File: config.mk
export PLATFORM = sky130hd
export DESIGN_NAME = pow2_clk_div
export DESIGN_NICKNAME = d
export VERILOG_FILES = /design/src/rtl/pow2_clk_div.sv
export SDC_FILE = /design/constraint.sdc
export NUM_CORES = 1
export LEC_CHECK = 0
export BUFFER_PORTS_ARGS = -buffer_cell sky130_fd_sc_hd__buf_2
export CORE_AREA = 5 5 42 44
export DETAILED_ROUTE_END_ITERATION = 6
export DIE_AREA = 0 0 47 49
export GPL_TIMING_DRIVEN = 0
export PLACE_DENSITY_LB_ADDON = 0.1
export SLEW_MARGIN = 5
export SYNTH_ARGS = -nofsm -noshare
export SYNTH_HDL_FRONTEND = slang
export SYNTH_SLANG_ARGS = --single-unit
File: constraint.sdc
create_clock -name clk_in -period 1 [get_ports clk_in]
set_input_delay 0.1 -clock clk_in [delete_from_list [all_inputs] [get_ports clk_in]]
set_output_delay 0.1 -clock clk_in [all_outputs]
set_load 0.005 [all_outputs]
File: src/rtl/pow2_clk_div.sv
module pow2_clk_div #(
  parameter int NUM_PAIRS   = 2,
  parameter int DIV_BITS    = 4,
  parameter int SYNC_STAGES = 2
) (
  input  logic                 clk_in,
  input  logic                 rst_dis_n,
  input  logic [$clog2(DIV_BITS):0] ratio_sel,
  output logic [NUM_PAIRS-1:0] out_p,
  output logic [NUM_PAIRS-1:0] out_n
);
  localparam int IDX_W = $clog2(DIV_BITS);

  logic [SYNC_STAGES-1:0] sync_q;
  logic [DIV_BITS-1:0]    cnt;
  logic [IDX_W:0]         sel_q;
  logic                   run;
  logic                   div_bit;
  logic                   mux_clk;
  logic                   true_lvl;

  // release synchronizer, asynchronous assertion
  always_ff @(posedge clk_in or negedge rst_dis_n)
    if (!rst_dis_n) sync_q <= '0;
    else            sync_q <= {sync_q[SYNC_STAGES-2:0], 1'b1};

  assign run = sync_q[SYNC_STAGES-1];

  // free-running divider counter
  always_ff @(posedge clk_in or negedge rst_dis_n)
    if (!rst_dis_n) cnt <= '0;
    else if (!run)  cnt <= '0;
    else            cnt <= cnt + 1'b1;

  // select takes effect on the next input edge
  always_ff @(posedge clk_in)
    sel_q <= ratio_sel;

  assign div_bit  = cnt[sel_q[IDX_W-1:0]];
  assign mux_clk  = sel_q[IDX_W] ? div_bit : clk_in;
  assign true_lvl = run & mux_clk;

  for (genvar g = 0; g < NUM_PAIRS; g++) begin : g_pair
    assign out_p[g] = true_lvl;
    assign out_n[g] = ~true_lvl;
  end

  a_r4_parked: assert property (@(posedge clk_in)
    !rst_dis_n |-> (out_p == '0 && out_n == '1));

  a_r3_count_step: assert property (@(posedge clk_in) disable iff (!rst_dis_n)
    (run && $past(run)) |-> cnt == $past(cnt) + 1'b1);

  a_r5_release_clear: assert property (@(posedge clk_in) disable iff (!rst_dis_n)
    $rose(run) |-> cnt == '0);

  a_r2_bypass_low: assert property (@(posedge clk_in) disable iff (!rst_dis_n)
    (run && !sel_q[IDX_W]) |-> out_p == '0);

  a_r5_idle_before_run: assert property (@(posedge clk_in) disable iff (!rst_dis_n)
    !run |-> (out_p == '0 && cnt == '0));
endmodule

# Word-level counts from Yosys, hierarchy flattened
# Cells that the tools add are included.
totals:
  out_inout_bits: 4
  in_bits: 5
  word_cells: 11
  register_bits: 9
classes:
  bitwise_logic: 2
  muxes: 4
  magnitude_cmp: 1
  n_addsub: 1
op_table:
  columns: ["cell", "n"]
  rows:
  - ["$add A4 B1 Y4 const B", 1]
  - ["$mux W4", 1]
  - ["$lt A2 B3 Y1 const B", 1]
  - ["$bmux W1 S2", 1]
  - ["$mux W1", 2]
  - ["$and A1 B1 Y1", 1]
  - ["$not A1 Y1", 1]

# Depth between registers and ports, before layout
# Gate-level depths: netlist of the first run.
depth:
  word_depth: 5
  ltp_mapped: 4
  depth_no_buf: 3

==> summary.md, run 1 <==
| Metric | Value |
|---|---|
| Final min period | `around 1.6 ns` |
| I/O pin count | `9` |
| Cell row count | `14` |
| Post-synth top area share | `0.424` |
| Share of layout cells above drive strength 1 | `0.542` |
| Hold_ws | `~0.085 ns` |
| CTS tree | `built` |
| Number of synthesized flops with an enable pin | `0` |
| Largest net degree at the start of global routing | `9` |
| Initial Utilization | `0.253` |
| DRT Pass-1 Iters | `4` |
| Ys async rst share | `0.667` |
| Fin. Hold Viols | `0` |
| Worst Skew | `0.000633 ns` |
| Max VDD drop | `0.00131 V` |
| RSZ-0062 raised after global routing | `yes` |
| Worst r2r path cells | `4` |
| Final ANT Viol Nets | `0` |
| Post-synthesis sequential area ratio | `0.594` |
| Final Max Tran Viols | `0` |
| Total global-route track usage | `0.107` |
| Via density per instance | `4.27` |
| Syn Area/Cell | `12.2 um^2` |
| Vias in the first global route | `416` |
| Port Buf Inserts | `8` |
| Status | `finished with violations` |
| Failing checks | `setup timing` |
| Leak | `0.313 nW` |
| Clock power share | `0.655` |
| Die height | `49 um` |
| Final Cycle Share | `1.65` |
| Crit. End Element | `output pin` |
| Mapped Cells | `29` |
| Vias | `320` |
| Distinct cells, synth | `16` |
| Initial antenna violation count | `0` |
| Max_cap viols | `0` |
| Antenna Cells | `0` |
| Most common cell after layout, fill and taps aside | `clkbuf_4` |
| Worst Path Max Fanout | `2` |
| Grt ovf | `0` |
| Commonest non-fill, non-tap cells in the layout | `9 x clkbuf_4, 6 x buf_6, 5 x buf_4, 5 x dfrtp_1` |
| Fillers | `~150` |
| Top cells by area, synth | `dfrtp_1 42%, dfxtp_1 17%, buf_4 6.4%` |
| Data arrival time of the worst path | `1.55 ns` |
| Core Util, Final | `0.466` |
| Worst-path clk slew | `approximately 0.06 ns` |
| Reg2reg setup slack | `-0.11 ns` |
| Number of DRC markers in iteration 0 | `8` |
| Net Switching | `0.335 mW` |
| Final Wtd Congestion | `approximately 0.62` |
| Area grow syn2layout | `84.5%` |
| Internal power | `1.08 mW` |
| Fmax | `607 MHz` |
| Core area | `~1400 um^2` |
| Die width | `around 47 um` |
| First-pass GRT wire length | `about 1400 um` |
| Main synth FF type | `dfrtp_1` |
| Switching Fraction | `0.237` |
| Pre-CTS setup slack | `-0.193 ns` |
| Syn Nets | `35` |
| Power Dens Cells | `2160 nW/um^2` |
| CP Launch Type | `register` |
| Final HPWL from detailed placement | `478 um` |
| Reg-to-reg endpoint | `cnt[2]` |
| Routed len/inst | `12.2 um` |
| Reg power frac | `0.284` |
| Clock insertion delay at the later pin of the skew report | `around 0.36 ns` |
| Min-Delay Path Class | `input port to async pin` |
| Mapped Area | `354 um^2` |
| Critical Path RT | `0.90 ns` |
| Combinational share of power | `0.061` |
| Final net count | `64` |
| Synth Register Bits | `9` |
| Die ar. | `2300 um^2` |
| Final WS setup | `-0.647 ns` |
| DRC errors left | `0` |
| Yosys warns | `0` |
| Synth area leader | `dfrtp_1` |
| WS Path Type | `register to output pin` |
| Final wirelength | `between 900 and 1000 um` |
| Final setup viols | `6` |
| R2r startpoint | `cnt[0]` |
power by group through the flow:
stage	clock network, mW	logic (mW)	registers (mW)
after floorplan	0.0808	0.0219	0.404
after global placement	0.118	0.0357	0.408
after detailed placement	0.118	0.0368	0.409
after CTS	0.936	0.0601	0.400
after global routing	1.03	0.0934	0.403
final	0.927	0.0857	0.401
critical path, cell delays in order, from the launching register on:
cell     delay [ns]
dfrtp_1        0.41
mux2i_2        0.18
o22ai_2        0.10
a31oi_1        0.15
buf_4          0.16
buf_8          0.09
buf_6          0.08
synth_stat cells, drive strengths merged (2+ instances only):
cell	count
dfrtp	6
and2	3
buf	3
dfxtp	3
mux2i	2
nand3	2
worst max path at each step:
stage	from	end	cells after the start
2_1_floorplan	cnt[0]	out_n[1]	4
3_3_place_gp	cnt[0]	out_p[0]	5
3_5_place_dp	cnt[0]	out_p[0]	5
4_1_cts	sel_q[1]	out_n[0]	6
5_1_grt	cnt[0]	out_n[0]	6
6_report	cnt[0]	out_n[0]	6
through the flow:
step,TNS [ns],instance area (um^2),power (mW),cells
global route,-3.03,653,1.53,75
global placement,-0.597,415,0.561,53
finish,-2.65,653,1.41,75
CTS,-2.79,606,1.40,73
floorplan,-0.0822,355,0.506,29
detailed placement,-0.655,415,0.563,53
repair_timing:
| action | 4_1_cts | 5_1_grt |
|---|---|---|
| setup buffers | 2 | 3 |
| endpoints found under the hold margin | 9 | 0 |
| hold buffers | 4 | 0 |
| resized for setup | 8 | 11 |
| pin swaps | 1 | 1 |
| endpoints found under the setup margin | 5 | 7 |
| gates cloned | 0 | 0 |
sequential cells by signal, summed over array words and instances, names as in the netlist:
signal,count
sel_q,3
cnt,4
sync_q,2
routing by layer:
| metal | GRT usage | wire length, um |
|---|---|---|
| met3 | 0.155 | 91 |
| met5 | 0 | 0 |
| met2 | 0.111 | 497 |
| met4 | 0.147 | 23 |
| met1 | 0.0632 | 303 |
layout make-up:
type / instances / area (um^2) / area share
multi-input cells: 16 / 143 / 0.218
clock buffers: 21 / 180 / 0.276
inverters: 1 / 3.75 / 0.00575
repair buffers: 12 / 93.8 / 0.144
flip-flops and latches: 9 / 213 / 0.326
well taps: 16 / 20.0 / 0.0307
cell families after synthesis:
kind of cell,synth area share
buffers and inverters,0.0742
other,0.0106
adders and majority gates,0.0353
xor gates and xnor gates,0.0495
and+or+nand+nor,0.120
AOI/OAI and AO/OA,0.0601
muxes,0.0565
DFF,0.594
Power figures use the tool's default switching activity.
==> run 2, diff against run 1 <==
clock period = 2 ns   (was 1 ns; I/O delays follow)
==> run 2 against run 1 <==
  * Power shrank 56%
  * First-iteration DRC count decreased by 63%
  * Combinational power fell by 67%
  * The run now ends clean
  * Non-clock buffer count is 1 lower
  * Clock power shrank 58%
  * Largest cell class unchanged
  * Count of clock-buffer cells in the layout down 4
==> summary.md, run 2 (synthesis gave the netlist of run 1 again) <==
| Metric | Value |
|---|---|
| Met2 usage | `0.115` |
| RSZ-0062 raised after global routing | `no` |
| CP Launch Type | `clock port` |
| Biggest regs | `cnt: 4 flops, sel_q: 3 flops, sync_q: 2 flops` |
| Total global-route track usage | `0.0944` |
| Final setup viols | `0` |
| WS Path Type | `clock port to output pin` |
| I/O pin count | `9` |
| Worst Skew | `0.00376 ns` |
| Grt ovf | `0` |
| Worst Path Max Fanout | `2` |
| CP max stage delay | `~0.22 ns` |
| Top delay family on crit path | `buffers and inverters` |
| Number of DRC markers in iteration 0 | `3` |
| Hold_ws | `0.194 ns` |
| Initial antenna violation count | `0` |
| Clock insertion delay at the later pin of the skew report | `0.36 ns` |
| Die ar. | `2300 um^2` |
| Critical Path RT | `1.80 ns` |
| CP dominant cell by count | `clkbuf_8` |
| Routed len/inst | `11.0 um` |
| Commonest non-fill, non-tap cells in the layout | `6 x clkbuf_4, 6 x buf_2, 5 x dfrtp_1` |
| Cell row count | `14` |
| Gr busiest metal | `met3` |
| Final Wtd Congestion | `0.643` |
| Vias in the first global route | `405` |
| Share of layout cells above drive strength 1 | `0.444` |
| Fin. Hold Viols | `0` |
| Area grow syn2layout | `64.0%` |
| Met1 Usage GRT | `0.0518` |
| Min-Delay Path Class | `input port to async pin` |
| Final HPWL from detailed placement | `473 um` |
| Vias | `~290` |
| Buf/Inv on CP | `4` |
| Initial Utilization | `0.253` |
| Max_cap viols | `0` |
| CTS tree | `built` |
| Slowest cell on the critical path | `a31o_1` |
| Largest net degree at the start of global routing | `9` |
| DRT Pass-1 Iters | `4` |
| Setup TNS | `0 ns` |
| DRC errors left | `0` |
| Antenna Cells | `0` |
| Die height | `49 um` |
| Die width | `between 40 and 50 um` |
| Final net count | `59` |
| Status | `finished clean` |
| Crit. End Element | `output pin` |
| Worst-path clk slew | `0.06 ns` |
| Crit-path cells | `clkbuf_8, clkbuf_8, a31o_1, clkbuf_4, buf_6` |
| Leak | `0.284 nW` |
| First-pass GRT wire length | `1330 um` |
| Max VDD drop | `0.000530 V` |
| Power Dens Cells | `1070 nW/um^2` |
| Core area | `1400 um^2` |
| Via density per instance | `between 4 and 5` |
| Biggest register | `cnt` |
| Fillers | `155` |
| Final ANT Viol Nets | `0` |
| Max FFs per register | `4` |
| Port Buf Inserts | `8` |
| Met3 Track Usage GR | `0.125` |
| Final wirelength | `773 um` |
| Data arrival time of the worst path | `about 1.7 ns` |
| Final Max Tran Viols | `0` |
## run 2: metal layers
metal / routed length (um) / up-vias
met5: 0 / -
met4: 8 / 0
met3: 48 / 2
met2: 454 / 12
met1: 260 / 136
li1: - / 143
## run 2: worst paths after layout
| path | startpoint | end | cells after the start | slack [ns] |
|---|---|---|---|---|
| setup / recovery | clk_in | out_p[1] | 5 | 0.11 |
| min in group clk_in | sync_q[0] | sync_q[1] | 0 | 0.35 |
| max in group asynchronous | rst_dis_n | sync_q[1] | 2 | 1.64 |
| hold / removal | rst_dis_n | cnt[2] | 2 | 0.19 |
| hold reg to reg | sync_q[0] | sync_q[1] | 0 | 0.35 |
| setup reg to reg | cnt[0] | cnt[2] | 3 | 0.94 |
## run 2: power by group
group	internal, mW	switching [mW]
Combinational	0.0176	0.0110
Sequential	0.192	0.00919
Clock	0.273	0.117
## run 2: worst register-to-register path, stage by stage, from the launching register on
cell and delay, ns:
dfrtp_1 0.42, ha_1 0.23, xor2_1 0.16, and2_1 0.15
## run 2: timing repair
item                                    in CTS  in global routing
hold buffers                                 4                  0
gates resized for setup                      5                  4
setup buffers                                0                  1
pin swaps                                    2                  0
endpoints found under the hold margin        9                  0
endpoints found under the setup margin       4                  1
## run 2: layout make-up
| type | instances | area [um^2] | share of cell area |
|---|---|---|---|
| buffer | 2 | 15.0 | 0.0259 |
| clock buffer | 17 | 138 | 0.237 |
| inverter | 1 | 3.75 | 0.00647 |
| multi-input combinational | 16 | 124 | 0.213 |
| sequential | 9 | 213 | 0.366 |
| tap | 16 | 20.0 | 0.0345 |
| timing repair buffer | 9 | 67.6 | 0.116 |
## run 2: stage by stage
stage	instance area [um^2]	power [mW]	std cells	setup WS, ns	util
after floorplan	354	0.253	29	0.437	-
after global placement	414	0.280	53	0.377	0.296
after detailed placement	414	0.281	53	0.377	0.296
after CTS	564	0.635	69	0.0837	0.403
after global routing	581	0.681	70	0.0285	0.414
final	581	0.620	70	0.105	0.414
==> run 3, diff against run 2 <==
ABC_AREA = 1   (was default)
PLACE_DENSITY = 0.43   (was default)
PLACE_DENSITY_LB_ADDON = default   (was 0.1)
==> run 3 against run 2 <==
  * Flip-flop and latch count is the same
  * First-iteration DRC count rose to 3.3 times the previous value
  * Non-clock buffer count fell by 1
  * Sequential share of layout area grew 1.9 points
  * Largest cell class unchanged
==> summary.md, run 3 <==
| Metric | Value |
|---|---|
| CP Launch Type | `clock port` |
| Top cells by area, synth | `dfrtp_1 43%, dfxtp_1 17%, nand2_1 8.6%` |
| RSZ-0062 raised after global routing | `no` |
| Slowest cell on the critical path | `clkbuf_4` |
| Most numerous cell in the Yosys netlist | `nand2_1` |
| Final Wtd Congestion | `roughly 0.68` |
| Clock insertion delay at the later pin of the skew report | `0.36 ns` |
| Max VDD drop | `roughly 0.00065 V` |
| Initial antenna violation count | `0` |
| Worst Path Max Fanout | `2` |
| Die height | `roughly 49 um` |
| Number of synthesized flops with an enable pin | `0` |
| WS Path Type | `clock port to output pin` |
| Fin. Hold Viols | `0` |
| Post-synthesis sequential area ratio | `0.602` |
| Worst Skew | `0.00531 ns` |
| Setup TNS | `0 ns` |
| R2r startpoint | `cnt[0]` |
| Ys async rst share | `0.667` |
| Synth area leader | `dfrtp_1` |
| Via density per instance | `4.19` |
| First-pass GRT wire length | `1280 um` |
| Final wirelength | `746 um` |
| Power Dens Cells | `974 nW/um^2` |
| Worst r2r path cells | `3` |
| Total global-route track usage | `0.0938` |
| Share of layout cells above drive strength 1 | `0.386` |
| Commonest non-fill, non-tap cells in the layout | `8 x clkbuf_4, 7 x nand2_1, 6 x dfrtp_1` |
| Syn Nets | `between 40 and 50` |
| Syn Area/Cell | `~9.4 um^2` |
| Status | `finished clean` |
| Antenna Cells | `0` |
| Data arrival time of the worst path | `roughly 1.7 ns` |
| Commonest cells in the netlist | `8 x nand2_1, 6 x dfrtp_1, 5 x inv_1` |
| Max FFs per register | `4` |
| Worst-path clk slew | `approximately 0.060 ns` |
| CP max stage delay | `0.16 ns` |
| Grt ovf | `0` |
| Vias | `just over 300` |
| Main synth FF type | `dfrtp_1` |
| CP dominant cell by count | `clkbuf_4` |
| Crit-path cells | `clkbuf_4, o21ai_2, clkbuf_4, a21oi_4, clkbuf_4, buf_6` |
| Final net count | `64` |
| Die width | `47 um` |
| Max_cap viols | `0` |
| Port Buf Inserts | `8` |
| Core area | `1400 um^2` |
| Biggest register | `cnt` |
| DRT Pass-1 Iters | `3` |
| Final ANT Viol Nets | `0` |
| Most common cell after layout, fill and taps aside | `clkbuf_4` |
| DRC errors left | `0` |
| Number of DRC markers in iteration 0 | `10` |
| Cell row count | `14` |
| I/O pin count | `9` |
| Crit. End Element | `output pin` |
| Routed len/inst | `10.2 um` |
| Area grow syn2layout | `56.3%` |
| Distinct cells, synth | `12` |
| Yosys warns | `0` |
| Mapped Cells | `37` |
| CTS tree | `built` |
| Final Max Tran Viols | `0` |
| Post-synth top area share | `0.430` |
| Worst Setup SP | `clk_in` |
| Initial Utilization | `0.249` |
| Pre-CTS setup slack | `0.308 ns` |
| Leak | `0.282 nW` |
| Reg-to-reg endpoint | `cnt[2]` |
| Mapped Area | `349 um^2` |
| Min-Delay Path Class | `input port to async pin` |
| Final WS setup | `0.131 ns` |
| Reg2reg setup slack | `1.03 ns` |
| Largest net degree at the start of global routing | `7` |
| Setup crit end | `out_p[1]` |
| Final HPWL from detailed placement | `426 um` |
| Final setup viols | `0` |
| Vias in the first global route | `379` |
| Critical Path RT | `1.80 ns` |
| Biggest regs | `cnt: 4 flops, sel_q: 3 flops, sync_q: 2 flops` |
| Synth Register Bits | `9` |
| Die ar. | `2300 um^2` |
==> run 3: changes by cell type after synthesis, sizes merged <==
cell	delta
a21oi	+2
a31o	-1
a31oi	-1
and2	-3
inv	+4
mux2i	-2
nand2	+8
nand3	+1
nand3b	-1
nor2	+2
nor2b	-1
o21ai	+2
o22ai	-1
xnor2	-1
==> run 3: kinds of logic (layout without fill, tap and decap cells) <==
family / count (synthesis) / count (layout) / synth area share
xor+xnor: 1 / 1 / 0.0251
fa+ha+maj: 1 / 1 / 0.0358
flops: 9 / 9 / 0.602
compound gates: 4 / 4 / 0.0573
buf+inv: 8 / 28 / 0.118
other cells: 1 / 1 / 0.0107
simple gates: 13 / 13 / 0.151
==> run 3: timing repair <==
item / in CTS / in global routing
endpoints found under the setup margin: 4 / 0
gates resized for setup: 10 / 0
endpoints found under the hold margin: 9 / 0
hold buffers: 4 / 0
buffers inserted: 0 / 0
==> run 3: cell type report <==
cell class | count | area (um^2)
tap | 16 | 20.0
inverter | 4 | 15.0
clock buffer | 13 | 103
multi-input combinational | 20 | 115
fill | 152 | 856
clock inverter | 1 | 3.75
sequential | 9 | 210
timing repair buffer | 8 | 60.1
buffer | 2 | 18.8
==> run 3: per-stage QoR <==
stage	instance area (um^2)	hold slack, ns	cells	total power, mW	utilization
after floorplan	349	-0.0956	37	0.247	-
after global placement	409	0.0314	61	0.271	0.292
after detailed placement	409	0.0318	61	0.271	0.292
after CTS	546	0.181	73	0.548	0.389
after global routing	546	0.203	73	0.570	0.389
final	546	0.192	73	0.531	0.389
==> run 3: critical path, delay by kind of cell <==
kind | cells | cell delay, ns
buf+inv | 4 | 0.52
compound gates | 2 | 0.15
==> run 3: worst min path at each step <==
stage / startpoint / endpoint / slack (ns) / depth (start not counted)
6_report: rst_dis_n / cnt[2] / 0.19 / 2
5_1_grt: rst_dis_n / cnt[2] / 0.20 / 2
4_1_cts: rst_dis_n / cnt[2] / 0.18 / 2
3_5_place_dp: rst_dis_n / sync_q[0] / 0.03 / 1
3_3_place_gp: rst_dis_n / sync_q[0] / 0.03 / 1
2_1_floorplan: rst_dis_n / cnt[0] / -0.1 / 0
==> run 3: where the power goes <==
| part | leakage [nW] | internal [mW] | switching (mW) |
|---|---|---|---|
| sequential | 0.102 | 0.191 | 0.00938 |
| clock | 0.0831 | 0.191 | 0.114 |
| combinational | 0.0970 | 0.0134 | 0.0123 |
==> run 3: layer usage <==
layer  vias up  part of all wire  global-route usage
met3         4             0.087               0.140
met5         -                 0                   0
met1       140              0.44              0.0722
met4         0             0.034               0.161
li1        152                 -                   -
met2        10              0.44              0.0611
